<file path="config.mk">
export PLATFORM = sky130hd
export DESIGN_NAME = excm_ctrl
export DESIGN_NICKNAME = d
export VERILOG_FILES = /design/src/rtl/excm_pkg.sv /design/src/rtl/excm_arbiter.sv /design/src/rtl/excm_field_write.sv /design/src/rtl/excm_saved_bank.sv /design/src/rtl/excm_ctrl.sv
export SDC_FILE = /design/constraint.sdc
export NUM_CORES = 1
export LEC_CHECK = 0
export BUFFER_PORTS_ARGS = -buffer_cell sky130_fd_sc_hd__buf_2
export CAP_MARGIN = 15
export CORE_MARGIN = 2
export CORE_UTILIZATION = 40
export CTS_CLUSTER_DIAMETER = 40
export DETAILED_ROUTE_END_ITERATION = 16
export SLEW_MARGIN = 20
export SYNTH_ARGS = -nofsm -noshare
export SYNTH_HDL_FRONTEND = slang
export SYNTH_SLANG_ARGS = --single-unit
</file>
<file path="constraint.sdc">
create_clock -name clk -period 6.5 [get_ports clk]
set_input_delay 0.325 -clock clk [delete_from_list [all_inputs] [get_ports clk]]
set_output_delay 0.325 -clock clk [all_outputs]
set_load 0.01 [all_outputs]
</file>
<file path="src/rtl/excm_pkg.sv">
// Shared encodings for the exception/mode controller.
// Assumes a 32-bit status word with control bits in the low byte.
package excm_pkg;
    localparam int SW_W      = 32;
    localparam int LANES     = SW_W / 8;
    localparam int B_I       = 7;
    localparam int B_F       = 6;
    localparam int B_T       = 5;
    localparam int NUM_SAVED = 5;

    localparam logic [4:0] M_USR = 5'b10000;
    localparam logic [4:0] M_FIQ = 5'b10001;
    localparam logic [4:0] M_IRQ = 5'b10010;
    localparam logic [4:0] M_SVC = 5'b10011;
    localparam logic [4:0] M_ABT = 5'b10111;
    localparam logic [4:0] M_UND = 5'b11011;
    localparam logic [4:0] M_SYS = 5'b11111;

    typedef enum logic [2:0] {
        BK_USR = 3'd0,
        BK_FIQ = 3'd1,
        BK_IRQ = 3'd2,
        BK_SVC = 3'd3,
        BK_ABT = 3'd4,
        BK_UND = 3'd5
    } bank_e;

    typedef enum logic [2:0] {
        C_NONE, C_DABT, C_FIQ, C_IRQ, C_PABT, C_UND, C_SWI
    } cause_e;

    // Map a mode code to its register bank; unknown codes share the user bank.
    function automatic bank_e mode_bank(input logic [4:0] m);
        case (m)
            M_FIQ:   return BK_FIQ;
            M_IRQ:   return BK_IRQ;
            M_SVC:   return BK_SVC;
            M_ABT:   return BK_ABT;
            M_UND:   return BK_UND;
            default: return BK_USR;
        endcase
    endfunction
endpackage

</file>
<file path="src/rtl/excm_arbiter.sv">
// Picks the exception to take this cycle and its handler address and mode.
// Assumes requests are levels sampled only while step_ok is high.
module excm_arbiter
    import excm_pkg::*;
#(
    parameter logic [31:0] VEC_BASE = 32'h0
) (
    input  logic        step_ok,
    input  logic        dabt,
    input  logic        fiq,
    input  logic        irq,
    input  logic        pabt,
    input  logic        und,
    input  logic        swi,
    input  logic        mask_i,
    input  logic        mask_f,
    output logic        take,
    output cause_e      cause,
    output logic [31:0] vector,
    output logic [4:0]  tmode
);
    // Fixed-priority selection among unmasked requests.
    always_comb begin
        cause = C_NONE;
        if (step_ok) begin
            if (dabt)                cause = C_DABT;
            else if (fiq && !mask_f) cause = C_FIQ;
            else if (irq && !mask_i) cause = C_IRQ;
            else if (pabt)           cause = C_PABT;
            else if (und)            cause = C_UND;
            else if (swi)            cause = C_SWI;
        end
    end

    // Handler offset and target mode for the chosen cause.
    always_comb begin
        tmode  = M_SVC;
        vector = VEC_BASE;
        case (cause)
            C_DABT: begin tmode = M_ABT; vector = VEC_BASE + 32'h10; end
            C_FIQ:  begin tmode = M_FIQ; vector = VEC_BASE + 32'h1C; end
            C_IRQ:  begin tmode = M_IRQ; vector = VEC_BASE + 32'h18; end
            C_PABT: begin tmode = M_ABT; vector = VEC_BASE + 32'h0C; end
            C_UND:  begin tmode = M_UND; vector = VEC_BASE + 32'h04; end
            C_SWI:  begin tmode = M_SVC; vector = VEC_BASE + 32'h08; end
            default: ;
        endcase
    end

    assign take = (cause != C_NONE);
endmodule

</file>
<file path="src/rtl/excm_field_write.sv">
// Merges write data into the current status word by byte lane.
// Assumes lane LANES-1 is the flags byte, the only lane writable unprivileged.
module excm_field_write
    import excm_pkg::*;
(
    input  logic [SW_W-1:0]  cur,
    input  logic [SW_W-1:0]  data,
    input  logic [LANES-1:0] mask,
    input  logic             privileged,
    output logic [SW_W-1:0]  nxt
);
    for (genvar g = 0; g < LANES; g++) begin : g_lane
        localparam bit USER_OK = (g == LANES - 1);
        logic lane_on;
        // Lane is written when enabled and allowed at the current privilege.
        assign lane_on = mask[g] && (privileged || USER_OK);
        assign nxt[8*g +: 8] = lane_on ? data[8*g +: 8] : cur[8*g +: 8];
    end
endmodule

</file>
<file path="src/rtl/excm_saved_bank.sv">
// One saved status word per exception bank; capture on entry, lane writes.
// Assumes bank index 0 (user/system) has no saved word and reads as zero.
module excm_saved_bank
    import excm_pkg::*;
(
    input  logic             clk,
    input  logic             rst_n,
    input  logic             cap_en,
    input  logic [2:0]       cap_idx,
    input  logic [SW_W-1:0]  cap_data,
    input  logic             wr_en,
    input  logic [2:0]       wr_idx,
    input  logic [LANES-1:0] wr_lanes,
    input  logic [SW_W-1:0]  wr_data,
    input  logic [2:0]       rd_idx,
    output logic [SW_W-1:0]  rd_data
);
    logic [SW_W-1:0] regs [NUM_SAVED];

    for (genvar g = 0; g < NUM_SAVED; g++) begin : g_slot
        localparam logic [2:0] IDX = 3'(g + 1);
        // Capture wins over a lane write to the same slot.
        always_ff @(posedge clk) begin
            if (!rst_n) begin
                regs[g] <= '0;
            end else if (cap_en && cap_idx == IDX) begin
                regs[g] <= cap_data;
            end else if (wr_en && wr_idx == IDX) begin
                for (int b = 0; b < LANES; b++)
                    if (wr_lanes[b]) regs[g][8*b +: 8] <= wr_data[8*b +: 8];
            end
        end
    end

    // Read the slot of the requested bank.
    always_comb begin
        rd_data = '0;
        for (int s = 0; s < NUM_SAVED; s++)
            if (rd_idx == 3'(s + 1)) rd_data = regs[s];
    end
endmodule

</file>
<file path="src/rtl/excm_ctrl.sv">
// Exception entry and mode controller: current status word, per-mode saved
// copies, prioritized entry, privilege-masked writes and return restore.
// Assumes the core supplies ret_addr and holds step_ok low mid-instruction.
module excm_ctrl
    import excm_pkg::*;
#(
    parameter logic [31:0] VEC_BASE = 32'h0
) (
    input  logic        clk,
    input  logic        rst_n,
    input  logic        step_ok,
    input  logic        irq_req,
    input  logic        fiq_req,
    input  logic        swi_req,
    input  logic        und_req,
    input  logic        pabt_req,
    input  logic        dabt_req,
    input  logic [31:0] ret_addr,
    input  logic        sw_wr_en,
    input  logic        sw_wr_sel,
    input  logic [3:0]  sw_wr_mask,
    input  logic [31:0] sw_wr_data,
    input  logic        exc_return,
    output logic        pc_load,
    output logic [31:0] pc_vector,
    output logic        flush,
    output logic        lr_we,
    output logic [2:0]  lr_bank,
    output logic [31:0] lr_value,
    output logic [2:0]  bank_sel,
    output logic [31:0] cur_status,
    output logic [31:0] saved_status
);
    localparam logic [SW_W-1:0] RESET_SW = SW_W'({1'b1, 1'b1, 1'b0, M_SVC});

    logic [SW_W-1:0] status_q;
    logic [SW_W-1:0] status_d;
    logic [SW_W-1:0] merged;
    logic [SW_W-1:0] saved_rd;
    logic            take;
    cause_e          cause;
    logic [31:0]     vector;
    logic [4:0]      tmode;
    bank_e           cur_bank;
    bank_e           tgt_bank;
    logic            privileged;
    logic            has_saved;
    logic            ret_go;
    logic            wr_go;

    assign cur_bank   = mode_bank(status_q[4:0]);
    assign tgt_bank   = mode_bank(tmode);
    assign privileged = (status_q[4:0] != M_USR);
    assign has_saved  = (cur_bank != BK_USR);
    assign ret_go     = exc_return && !take && has_saved;
    assign wr_go      = sw_wr_en && !take && !exc_return;

    excm_arbiter #(.VEC_BASE(VEC_BASE)) u_arb (
        .step_ok (step_ok),
        .dabt    (dabt_req),
        .fiq     (fiq_req),
        .irq     (irq_req),
        .pabt    (pabt_req),
        .und     (und_req),
        .swi     (swi_req),
        .mask_i  (status_q[B_I]),
        .mask_f  (status_q[B_F]),
        .take    (take),
        .cause   (cause),
        .vector  (vector),
        .tmode   (tmode)
    );

    excm_field_write u_fw (
        .cur        (status_q),
        .data       (sw_wr_data),
        .mask       (sw_wr_mask),
        .privileged (privileged),
        .nxt        (merged)
    );

    excm_saved_bank u_sav (
        .clk      (clk),
        .rst_n    (rst_n),
        .cap_en   (take),
        .cap_idx  (tgt_bank),
        .cap_data (status_q),
        .wr_en    (wr_go && sw_wr_sel && has_saved),
        .wr_idx   (cur_bank),
        .wr_lanes (sw_wr_mask),
        .wr_data  (sw_wr_data),
        .rd_idx   (cur_bank),
        .rd_data  (saved_rd)
    );

    // Next status: entry, then return, then current-word write, else hold.
    always_comb begin
        status_d = status_q;
        if (take) begin
            status_d[4:0] = tmode;
            status_d[B_T] = 1'b0;
            status_d[B_I] = 1'b1;
            if (cause == C_FIQ) status_d[B_F] = 1'b1;
        end else if (ret_go) begin
            status_d = saved_rd;
        end else if (wr_go && !sw_wr_sel) begin
            status_d = merged;
        end
    end

    // Current status register, supervisor with masks set out of reset.
    always_ff @(posedge clk) begin
        if (!rst_n) status_q <= RESET_SW;
        else        status_q <= status_d;
    end

    assign pc_load      = take;
    assign pc_vector    = vector;
    assign flush        = take || ret_go;
    assign lr_we        = take;
    assign lr_bank      = tgt_bank;
    assign lr_value     = ret_addr;
    assign bank_sel     = cur_bank;
    assign cur_status   = status_q;
    assign saved_status = saved_rd;
endmodule

</file>
Word level (Yosys, flattened, before mapping)
Memory sizes are Yosys's and may differ from the RTL's.
Cells that the tools add are included.
{ "classes": {"bitwise_logic": 27, "n_mux": 149, "n_reduce_logical": 45, "eq_ne": 28} }
{ "op_table": {"columns": ["op", "n"], "rows": [
  ["$mux 32", 12],
  ["$mux 8", 24],
  ["$mux 1", 101],
  ["$eq 5x5->1 const B", 10],
  ["$pmux 3 s5", 2],
  ["$pmux 5 s6", 1],
  ["$or 1x1->1", 25],
  ["$logic_and 1x1->1", 22],
  ["$eq 3x3->1 const B", 7],
  ["$mux 3", 7],
  ["$eq 3x2->1 const B", 6],
  ["$pmux 4 s4", 1],
  ["$reduce_and 3->1", 4],
  ["$reduce_bool 3->1", 4],
  ["$reduce_bool 2->1", 5],
  ["$eq 3x1->1 const B", 3],
  ["$mux 7", 1],
  ["$logic_not 1->1", 5],
  ["$ne 5x5->1 const B", 1],
  ["$reduce_and 2->1", 2],
  ["$reduce_or 2->1", 2],
  ["$ne 2x1->1 const B", 1],
  ["$not 1->1", 2],
  ["$logic_or 1x1->1", 1]
]} }
{ "totals": {"ram_bits": 160, "ff_bits": 32, "mem_count": 1} }
{ "mem_list": {"columns": ["name", "depth", "width", "read_ports", "rd_clocked_by_memory_dff", "write_ports", "line", "rtl"], "rows": [
  ["u_sav.regs", 5, 32, 5, 0, 5, "excm_saved_bank.sv:18", "logic [SW_W-1:0] regs [NUM_SAVED];"]
]} }

Depth between registers and ports, before layout
{ "depth": {"word_depth": 19, "ltp_mapped": 14, "mapped_depth_nobuf": 11} }

By module
Synthesis repeated with hierarchy kept, for this count alone.
{ "unflattened": {"cells_unflattened": 946, "hier_area_um2": 10903.0} }
{ "modules_own_cells": {"columns": ["mod", "n_inst", "cells_each", "area_per_inst_um2", "seq_area_each_um2"], "rows": [
  ["excm_saved_bank", 1, 649, 8204.1, 4804.6],
  ["excm_ctrl", 1, 200, 1914.3, 640.6],
  ["excm_arbiter", 1, 61, 400.4, 0.0],
  ["excm_field_write", 1, 36, 384.1, 0.0]
]} }

Worst setup path after synthesis
OpenSTA, ideal clock, no wires.
{ "synth_path": {"path_kind": "reg2reg", "startpoint": "register status_q[7], in the netlist cur_status[7]", "endpoint": "memory u_sav.regs[0][0] (enable)", "n_path_buf": 2, "required_time_ps": 6116, "arrival_ps": 3459, "period_less_slack_ps": 3843, "setup_slack_ps": 2657, "setup_ps": 384, "stages_incl_launch_ff": 11, "path_cell_list": "dfxtp_1 -> nor2b_1 -> o311ai_0 -> or3_1 -> ha_1 -> nand3b_1 -> o211a_1 -> or3_1 -> clkbuf_1 -> clkbuf_1 -> o21ai_0"} }
{ "synth_rtl": {"columns": ["item", "line", "rtl"], "rows": [
  ["start, declared", "excm_ctrl.sv:36", "logic [SW_W-1:0] status_q;"],
  ["start signal, assigned", "excm_ctrl.sv:114", "else status_q <= status_d;"],
  ["end, declared", "excm_saved_bank.sv:18", null]
]} }

Final worst setup path
{ "layout_path": {"startpoint": "register status_q[7], in the netlist cur_status[7]", "endpoint": "output port lr_bank[0]"} }
{ "layout_via": {"elab_chain_cells": 11, "word_cells_on_any_way": 19, "cone_classes": "eq/ne: 10; mux: 6; reduce/logical: 3"} }
{ "layout_rtl": {"columns": ["item", "line", "rtl"], "rows": [
  ["$logic_not 1->1 *", "excm_arbiter.sv:28", "else if (irq && !mask_i) cause = C_IRQ;"],
  ["$logic_and 1x1->1 *", "excm_arbiter.sv:28", null],
  ["$mux 3 *", "excm_arbiter.sv:28", null],
  ["$mux 3 *", "excm_arbiter.sv:27", "else if (fiq && !mask_f) cause = C_FIQ;"],
  ["$mux 3 *", "excm_arbiter.sv:26", "if (dabt) cause = C_DABT;"],
  ["$mux 3 *", "excm_arbiter.sv:25", "if (step_ok) begin"],
  ["$eq 3x1->1 / $eq 3x3->1 (equally long branches)", "excm_arbiter.sv:39", "case (cause)"],
  ["$reduce_or 2->1 (no line)", null, null],
  ["$pmux 4 s4 *", "excm_arbiter.sv:39", null],
  ["$eq 5x5->1", "excm_pkg.sv:34", "case (m)"],
  ["$pmux 3 s5 *", "excm_pkg.sv:34", null],
  ["end, declared", "excm_ctrl.sv:28", "output logic [2:0] lr_bank,"]
]} }
Mark *: on every way between the ends. The rest lies on a longest branch, timed or not.

==> flow_summary.json <==
{
  "run_status": "finished, final reports clean",
  "grt_util_met3_pct": 4.14,
  "leakagePower_nw": 4.69,
  "synth-compound-area-share_pct": 24.8,
  "cp_max_fo": 23,
  "grt_overflow": 0,
  "dpl-instance-area_um2": 11400,
  "die-area_um2": 28200,
  "die_h_um": 168,
  "antenna_found_initial": 0,
  "start_util_pct": 40.9,
  "final_max_slew_viol_count": 0,
  "drt-wirelength-per-cell_um": 25.6,
  "ys_seq_area_share_pct": 50.7,
  "cts_num_sinks": 192,
  "hold_depth": 3,
  "port_buffers": 123,
  "cts_htree_levels": 4,
  "grt_util_met2_pct": 39.0,
  "setup_viol": 0,
  "async_flop_share_pct": 0,
  "path_class": "register to output pin",
  "ant_nets": 0,
  "hp-start": "sw_wr_data[18]",
  "ys_warn_count": 0,
  "cts_made_buffers": 17,
  "post_layout_nonfiller_instances": 1414,
  "ys.flop_type": "edfxtp_1",
  "finalSetupTns_ps": 0,
  "dpl.cell_count": 1382,
  "gp_congestion": 0.916,
  "drc_errors": 0,
  "whs_ps": 210,
  "grt_pass1_wl_um": 54100,
  "final-hold-violation-count": 0,
  "p_per_area_nw_per_um2": 280,
  "synthDistinctLibCells": 75,
  "cp.required_ps": 6170,
  "top_usage_layer": "met2",
  "routed_wl_um": 36100,
  "hold_class": "input pin to register",
  "dr.pass1.iters": 5,
  "syn_area_per_cell_um2": 10.8,
  "period_needed_ps": 4390,
  "cp.arrival_ps": 4060,
  "r2r_cells": 8,
  "crit_path_start_kind": "register",
  "cp-end-kind": "output pin",
  "syn_area_um2": 10700,
  "ctsRootBufferMaster": "clkbuf_16",
  "worstSkewPairLatency_ps": 440,
  "synthSimpleGateAreaFrac_pct": 15.8,
  "core_um2": 26200,
  "yosys.area_share.adder_pct": 0.583,
  "fillers": 2471,
  "viasPerCell": 6.34,
  "slew_headroom_pct": 25.8,
  "finalCritPeriodShare_pct": 67.5,
  "stdcell_area_um2": 12000,
  "grt_pass1_vias": 8588,
  "synthMuxAreaShare_pct": 0,
  "cts.path.max_buffers": 2,
  "synthToLayoutAreaGrowth_pct": 11.8,
  "die_w_um": 168,
  "path_clk_slew_ps": 70,
  "grt_max_degree": 45,
  "rows": 59,
  "synth-xor-area-share_pct": 0.0816,
  "cts_resized": 0,
  "met1_usage_pct": 36.2,
  "reg2reg_from": "cur_status[7]",
  "drt_iter0_drc": 881,
  "synth_top_family_by_area": "compound AO/OA/AOI/OAI gates",
  "worstMarginPinSlew_ps": 1100,
  "pin_count": 217,
  "crit_start": "cur_status[7]",
  "nNetsFinal": 1151,
  "drive_gt1_share_pct": 21.7,
  "syn_inst": 998,
  "cts_tree": "done",
  "multiInputGateArea_um2": 4580,
  "post-dp-hpwl_um": 23900,
  "fin_worst_skew_ps": 9.99,
  "yosys_register_bits": 192,
  "synth_edf_count": 160,
  "seqCellArea_um2": 5450,
  "antenna_cells": 0,
  "vias": 8967,
  "irDropWorstVdd_uv": 178,
  "rsz0062_at_grt": "no",
  "cts_setup_buffers": 0,
  "drv_cap": 0,
  "cts_hold_buf": 0,
  "grt_use_total_pct": 25.6,
  "clock.fmax_mhz": 228
}
[worst max-delay path, cell delays in order (launching register included)]
cell	delay, ps
dfxtp_1	510
nor2b_1	170
o311ai_0	850
or3_1	330
ha_1	220
nand3b_1	150
a21o_1	200
nand2_1	100
a2bb2oi_4	460
buf_4	370
inv_1	90
buf_2	150
[cells by family after synthesis]
logic type | count (synthesis)
compound gates | 348
fa+ha+maj | 5
other cells | 1
buf+inv | 157
flops | 192
xor+xnor | 1
simple gates | 294
[cell usage in the layout (no fill, tap or decap), drive strengths merged, types with 9 or more instances in the layout]
master    n
conb     29
nor2     46
clkbuf   19
nor4     14
or3      14
inv      22
a22oi    12
edfxtp  160
a22o    128
a221o    23
nand3    34
dfxtp    32
nor3     42
and3     10
o21ai    62
o31ai    13
a21oi    32
a221oi   11
buf     159
nand2    83
o22ai     9
[cell type report]
class | count | area share (%)
Clock inverter | 13 | 1.30
Sequential cell | 192 | 45.4
Multi-Input combinational cell | 677 | 38.2
Inverter | 19 | 0.594
Clock buffer | 19 | 3.61
Timing Repair Buffer | 159 | 7.38
Tap cell | 335 | 3.49
[stage by stage]
stage	worst slack [ps]	utilization [%]	total power (W)
after global placement	2030	43.5	0.00230
final	2110	45.8	0.00336
after floorplan	2660	-	0.00198
after global routing	1850	45.8	0.00348
after detailed placement	1940	43.5	0.00230
after CTS	1920	45.8	0.00336
[Yosys cell counts, types with 5 or more instances]
master / instances / area (um2)
edfxtp_1: 160 / 4800
a22o_1: 128 / 1120
nand2_1: 83 / 312
clkbuf_1: 66 / 248
buf_4: 64 / 480
o21ai_0: 62 / 310
nor2_1: 38 / 143
nand3_1: 34 / 170
nor3_1: 33 / 165
a21oi_1: 32 / 160
dfxtp_1: 32 / 641
a221o_1: 23 / 230
inv_1: 17 / 63.8
or3_1: 13 / 81.3
a22oi_1: 12 / 90.1
o31ai_1: 12 / 90.1
a221oi_1: 11 / 96.3
and3_1: 10 / 62.6
nor4_1: 10 / 62.6
o22ai_1: 9 / 56.3
a31oi_1: 8 / 50.1
and2_1: 8 / 50.1
nor2b_1: 8 / 50.1
o21a_1: 8 / 60.1
nor3_4: 7 / 114
o221ai_1: 7 / 61.3
nand2b_1: 6 / 37.5
a21o_1: 5 / 37.5
ha_1: 5 / 62.6
or3b_2: 5 / 43.8
[where the power goes]
part | switching, W | internal [W] | leakage [nW]
combinational | 0.000523 | 0.000258 | 2.47
sequential | 0.0000804 | 0.00142 | 1.93
clock | 0.000502 | 0.000577 | 0.285
[metal layers]
layer,share of wire (%),routed length (um)
met4,3.7,1350
met3,8.0,2890
met1,42,15300
met5,0,0
met2,46,16600
[registers in the layout, indices dropped and copies added (netlist names)]
register	flops
cur_status	32
u_sav.regs	160
[worst paths after layout]
kind,endpoint,slack (ps)
hold / removal,cur_status[18],210
setup / recovery,lr_bank[0],2110
setup reg to reg,u_sav.regs[0][6],2150
hold reg to reg,cur_status[7],600
(Power assumes the default switching activity.)
